[config.mk]
export PLATFORM = sky130hd
export DESIGN_NAME = bank_addr_mapper
export DESIGN_NICKNAME = d
export VERILOG_FILES = /design/src/rtl/bank_addr_pkg.sv /design/src/rtl/bank_addr_select.sv /design/src/rtl/bank_region_decode.sv /design/src/rtl/bank_addr_mapper.sv
export SDC_FILE = /design/constraint.sdc
export NUM_CORES = 1
export LEC_CHECK = 0
export CAP_MARGIN = 10
export CORE_MARGIN = 1
export CORE_UTILIZATION = 36
export CTS_BUF_LIST = sky130_fd_sc_hd__clkbuf_16
export CTS_CLUSTER_DIAMETER = 150
export DETAILED_ROUTE_END_ITERATION = 10
export PLACE_DENSITY = 0.77
export SYNTH_ARGS = -nofsm -noshare
export SYNTH_HDL_FRONTEND = slang
export SYNTH_HIERARCHICAL = 1
export SYNTH_SLANG_ARGS = --single-unit
[constraint.sdc]
create_clock -name clk -period 2.7 [get_ports clk]
set_input_delay 0.405 -clock clk [delete_from_list [all_inputs] [get_ports clk]]
set_output_delay 0.405 -clock clk [all_outputs]
set_load 0.005 [all_outputs]
[src/rtl/bank_addr_pkg.sv]
package bank_addr_pkg;
  // kind of path that produced an effective address
  typedef enum logic {
    PATH_DIRECT = 1'b0,
    PATH_PTR    = 1'b1
  } path_e;

  // per-access result flags, registered together at the top
  typedef struct packed {
    logic rd_zero;
    logic wr_block;
    logic sfr_sel;
  } acc_flags_t;
endpackage

[src/rtl/bank_addr_select.sv]
module bank_addr_select #(
  parameter int OFS_W  = 7,
  parameter int BANK_W = 2,
  parameter int PTR_W  = 8,
  localparam int PHYS_W = BANK_W + OFS_W
) (
  input  logic [OFS_W-1:0]   file_addr,
  input  logic [BANK_W-1:0]  bank_sel,
  input  logic               ind_bank,
  input  logic [PTR_W-1:0]   ptr,
  output logic [PHYS_W-1:0]  eff_addr,
  output bank_addr_pkg::path_e path
);
  import bank_addr_pkg::*;

  localparam int IND_PAD = PHYS_W - PTR_W;

  logic [PHYS_W-1:0] direct_addr;
  logic [PHYS_W-1:0] ptr_addr;

  assign direct_addr = {bank_sel, file_addr};

  generate
    if (IND_PAD == 1) begin : g_ind_exact
      assign ptr_addr = {ind_bank, ptr};
    end else begin : g_ind_pad
      assign ptr_addr = {{(IND_PAD - 1){1'b0}}, ind_bank, ptr[PTR_W-1:0]};
    end
  endgenerate

  always_comb begin
    if (file_addr == '0) begin
      path     = PATH_PTR;
      eff_addr = ptr_addr;
    end else begin
      path     = PATH_DIRECT;
      eff_addr = direct_addr;
    end
  end
endmodule

[src/rtl/bank_region_decode.sv]
module bank_region_decode #(
  parameter int OFS_W      = 7,
  parameter int BANK_W     = 2,
  parameter int SFR_SPAN   = 32,
  parameter int COMMON_LEN = 16,
  parameter logic [(1<<BANK_W)*OFS_W-1:0] GPR_TOP = {7'h1F, 7'h4F, 7'h7F, 7'h7F},
  localparam int PHYS_W = BANK_W + OFS_W,
  localparam int NBANK  = 1 << BANK_W
) (
  input  logic [PHYS_W-1:0] eff_addr,
  output logic [PHYS_W-1:0] phys_addr,
  output logic              sfr_hit,
  output logic              common_hit,
  output logic              gpr_absent
);
  localparam logic [OFS_W-1:0] SFR_END   = OFS_W'(SFR_SPAN);
  localparam logic [OFS_W-1:0] COMMON_LO = OFS_W'((1 << OFS_W) - COMMON_LEN);

  logic [OFS_W-1:0]  offset;
  logic [BANK_W-1:0] bank;
  logic [NBANK-1:0]  bank_absent;

  assign offset     = eff_addr[OFS_W-1:0];
  assign bank       = eff_addr[PHYS_W-1:OFS_W];
  assign sfr_hit    = offset < SFR_END;
  assign common_hit = offset >= COMMON_LO;

  genvar b;
  generate
    for (b = 0; b < NBANK; b++) begin : g_bank
      localparam logic [OFS_W-1:0] TOP = GPR_TOP[b*OFS_W +: OFS_W];
      assign bank_absent[b] = (bank == BANK_W'(b)) && !sfr_hit && !common_hit
                              && (offset > TOP);
    end
  endgenerate

  assign gpr_absent = |bank_absent;
  assign phys_addr  = common_hit ? {{BANK_W{1'b0}}, offset} : eff_addr;
endmodule

[src/rtl/bank_addr_mapper.sv]
module bank_addr_mapper #(
  parameter int OFS_W      = 7,
  parameter int BANK_W     = 2,
  parameter int PTR_W      = 8,
  parameter int SFR_SPAN   = 32,
  parameter int COMMON_LEN = 16,
  parameter logic [(1<<BANK_W)*OFS_W-1:0] GPR_TOP = {7'h1F, 7'h4F, 7'h7F, 7'h7F},
  localparam int PHYS_W = BANK_W + OFS_W
) (
  input  logic               clk,
  input  logic               rst,
  input  logic [OFS_W-1:0]   file_addr,
  input  logic [BANK_W-1:0]  bank_sel,
  input  logic               ind_bank,
  input  logic [PTR_W-1:0]   ptr,
  input  logic               rd_en,
  input  logic               wr_en,
  output logic [PHYS_W-1:0]  phys_addr,
  output logic               rd_zero,
  output logic               wr_block,
  output logic               sfr_sel
);
  import bank_addr_pkg::*;

  localparam logic [OFS_W-1:0] SFR_END   = OFS_W'(SFR_SPAN);
  localparam logic [OFS_W-1:0] COMMON_LO = OFS_W'((1 << OFS_W) - COMMON_LEN);

  logic [PHYS_W-1:0] eff_addr;
  path_e             path;
  logic [PHYS_W-1:0] mapped_addr;
  logic              sfr_hit;
  logic              common_hit;
  logic              gpr_absent;
  logic              self_ref;
  logic              suppress;
  acc_flags_t        flags_d;
  acc_flags_t        flags_q;
  logic [PHYS_W-1:0] addr_q;

  bank_addr_select #(
    .OFS_W (OFS_W),
    .BANK_W(BANK_W),
    .PTR_W (PTR_W)
  ) u_select (
    .file_addr(file_addr),
    .bank_sel (bank_sel),
    .ind_bank (ind_bank),
    .ptr      (ptr),
    .eff_addr (eff_addr),
    .path     (path)
  );

  bank_region_decode #(
    .OFS_W     (OFS_W),
    .BANK_W    (BANK_W),
    .SFR_SPAN  (SFR_SPAN),
    .COMMON_LEN(COMMON_LEN),
    .GPR_TOP   (GPR_TOP)
  ) u_region (
    .eff_addr  (eff_addr),
    .phys_addr (mapped_addr),
    .sfr_hit   (sfr_hit),
    .common_hit(common_hit),
    .gpr_absent(gpr_absent)
  );

  // pointer that lands on offset 0 of any bank names the pseudo-register again
  assign self_ref = (path == PATH_PTR) && (eff_addr[OFS_W-1:0] == '0);
  assign suppress = self_ref || gpr_absent;

  always_comb begin
    flags_d.rd_zero  = rd_en && suppress;
    flags_d.wr_block = wr_en && suppress;
    flags_d.sfr_sel  = sfr_hit;
  end

  always_ff @(posedge clk) begin
    if (rst) begin
      addr_q  <= '0;
      flags_q <= '0;
    end else begin
      addr_q  <= mapped_addr;
      flags_q <= flags_d;
    end
  end

  assign phys_addr = addr_q;
  assign rd_zero   = flags_q.rd_zero;
  assign wr_block  = flags_q.wr_block;
  assign sfr_sel   = flags_q.sfr_sel;

  // one full cycle out of reset before looking back
  logic armed;
  always_ff @(posedge clk) begin
    if (rst) armed <= 1'b0;
    else     armed <= 1'b1;
  end


  direct_path_chk: assert property (@(posedge clk) disable iff (rst)
    (armed && $past(file_addr) >= SFR_END && $past(file_addr) < COMMON_LO)
      |-> (phys_addr == {$past(bank_sel), $past(file_addr)}));


  common_fold_chk: assert property (@(posedge clk) disable iff (rst)
    (phys_addr[OFS_W-1:0] >= COMMON_LO) |-> (phys_addr[PHYS_W-1:OFS_W] == '0));


  sfr_block_chk: assert property (@(posedge clk) disable iff (rst)
    (wr_block && sfr_sel) |-> (phys_addr[OFS_W-1:0] == '0));


  rd_strobe_chk: assert property (@(posedge clk) disable iff (rst)
    (armed && !$past(rd_en)) |-> !rd_zero);


  wr_strobe_chk: assert property (@(posedge clk) disable iff (rst)
    (armed && !$past(wr_en)) |-> !wr_block);


  sfr_range_chk: assert property (@(posedge clk) disable iff (rst)
    sfr_sel |-> (phys_addr[OFS_W-1:0] < SFR_END));
endmodule

==> flow_summary.json <==
{
  "wire_per_inst_um": 12.5,
  "status": "finished, final reports clean",
  "drc_errors": 0,
  "die_area_sq_mm": 0.00178,
  "vdd_drop_max_mv": 0.291,
  "ys_seq_area_frac": 0.413,
  "ctsResizeCount": 0,
  "fp.coreArea_sq_mm": 0.00151,
  "fin_crit_ns": 2.43,
  "leakage_nw": 0.386,
  "avgViaCountPerCell": 4.76,
  "post-route-period-util": 0.898,
  "syn_area_sq_um": 582,
  "gp_congestion": 0.735,
  "yosys.area_share.simple": 0.273,
  "final_cell_mix": "33 x clkdlybuf4s50_1, 12 x dfxtp_1, 10 x nor2b_1",
  "ctsHoldBuffers": 0,
  "nNetsFinal": 109,
  "cp_max_fo": 3,
  "start_util": 0.386,
  "fin_area_sq_um": 966,
  "antenna_found_initial": 0,
  "avgSynthCellArea_sq_um": 10.6,
  "clk_pin_slew_worst_paths_ns": 0.04,
  "grtUsageTotal": 0.163,
  "die_height_um": 42.2,
  "combPwrFrac": 0.156,
  "io_pins": 34,
  "yosysUniqueCellTypes": 18,
  "yosys_register_bits": 12,
  "critPathRequiredTime_ns": 2.80,
  "worstMarginPinSlew_ns": 0.416,
  "end_kind": "flop",
  "netlist_instances": 55,
  "grt_pass1_wl_um": 2080,
  "rsz0062_at_grt": "no",
  "synth_top_family_by_area": "simple AND/OR/NAND/NOR gates",
  "synthAdderAreaFrac": 0,
  "arrival_ns": 2.52,
  "hold_depth": 2,
  "sequentialPowerShare": 0.356,
  "dr.pass1.iters": 4,
  "dp_hpwl_um": 887,
  "area_growth_pct": 66.0,
  "ys_warn_count": 6,
  "clock-root-buffer": "clkbuf_16",
  "globalRouteOverflowTotal": 0,
  "cts_buffers": 3,
  "pwr-share-clk": 0.489,
  "grt_max_degree": 13,
  "synth_compound_area_frac": 0.153,
  "hold_path_class": "input pin to flop",
  "num_rows": 14,
  "cap_violations": 0,
  "tns_ns": 0,
  "port_buffers": 33,
  "finalMaxSlewViolations": 0,
  "cts_tree": "done",
  "synthMuxAreaShare": 0.0516,
  "antenna_cells": 0,
  "critical_path_class": "input pin to flop",
  "placed_cell_area_sq_um": 891,
  "cts.sinks": 12,
  "critPathLaunchType": "input pin",
  "p_sw_frac": 0.181,
  "die_w_um": 42.2,
  "vias": 481,
  "cts_max_level": 1,
  "drt_iter0_markers": 9,
  "synthXorXnorAreaFrac": 0,
  "power.density_mw_per_mm2": 550,
  "final_common_cell": "clkdlybuf4s50_1",
  "antenna_left": 0,
  "fmax_ghz": 0.412,
  "drt_wl_total_um": 1260,
  "drive_gt1_frac": 0.224,
  "hold_violations": 0,
  "relSlewSlack": 0.722,
  "grt_pass1_vias": 482,
  "switching_power_mw": 0.0962,
  "cell_internal_pwr_mw": 0.435,
  "final_util": 0.641,
  "synth_nets": 77,
  "fin_total_pwr_mw": 0.531,
  "clockBufferDepth": 2,
  "postCtsSetupBuffers": 0,
  "setup_viol": 0
}
[per-layer routing]
layer  GRT usage  vias to the layer above  wire length (um)
li1            -                      243                 -
met1       0.179                      212               543
met2       0.262                       24               615
met3      0.0560                        2                89
met4       0.113                        0                13
met5           0                        -                 0
[cell usage after synthesis]
| cell | instances | area (sq um) |
|---|---|---|
| dfxtp_1 | 12 | 240 |
| nor2b_1 | 10 | 62.6 |
| a21o_2 | 7 | 61.3 |
| buf_4 | 7 | 52.6 |
| and2_1 | 2 | 12.5 |
| inv_1 | 2 | 7.51 |
| mux2_4 | 2 | 30.0 |
| nor3b_1 | 2 | 15.0 |
| o21ai_1 | 2 | 10.0 |
| a211oi_2 | 1 | 12.5 |
| a21oi_1 | 1 | 5.00 |
| clkbuf_1 | 1 | 3.75 |
| nand3_1 | 1 | 5.00 |
| nor2_1 | 1 | 3.75 |
| nor4_2 | 1 | 12.5 |
| nor4_4 | 1 | 21.3 |
| nor4b_2 | 1 | 15.0 |
| or4_4 | 1 | 11.3 |
[worst max-delay path, stage by stage]
cell and delay (ns):
clkdlybuf4s50_1 0.42, or4_4 0.55, nor4_4 0.16, buf_4 0.16, mux2_4 0.31, o21ai_1 0.15
a211oi_2 0.08, a21oi_1 0.19, nor3b_1 0.09
[stage by stage]
stage | setup slack [ns] | hold slack [ns] | instances
after global placement | 0.132 | 0.992 | 98
after detailed placement | 0.0641 | 0.979 | 98
after global routing | 0.111 | 0.737 | 101
after floorplan | 0.505 | 0.477 | 55
final | 0.274 | 0.746 | 101
after CTS | 0.277 | 0.741 | 101
[power groups by stage]
stage | clock (mW) | combinational [mW] | sequential [mW]
detailed placement | 0 | 0.0818 | 0.192
global placement | 0 | 0.0811 | 0.192
global route | 0.280 | 0.0883 | 0.190
CTS | 0.265 | 0.0829 | 0.189
finish | 0.260 | 0.0826 | 0.189
floorplan | 0 | 0.0336 | 0.193
[cell type report]
type                            count  area [sq um]
Clock buffer                        3          75.1
Tap cell                           16          20.0
Inverter                            2          7.51
Fill cell                         127           541
Timing Repair Buffer               35           345
Sequential cell                    12           240
Multi-Input combinational cell     33           278
[final timing paths]
path / start / end / slack (ns)
max: file_addr[5] / wr_block / 0.27
min: rd_en / rd_zero / 0.75
[cells by family (layout without fill, tap and decap cells)]
group	count (synthesis)	after routing
AOI/OAI and AO/OA	11	11
buffers and inverters	10	40
DFF	12	12
muxes	2	2
and+or+nand+nor	20	20
[sequential cells by signal (all words and copies together), names as in the netlist]
name	count
wr_block	1
phys_addr	9
sfr_sel	1
rd_zero	1
No activity file was read; power rests on OpenSTA's default activity.
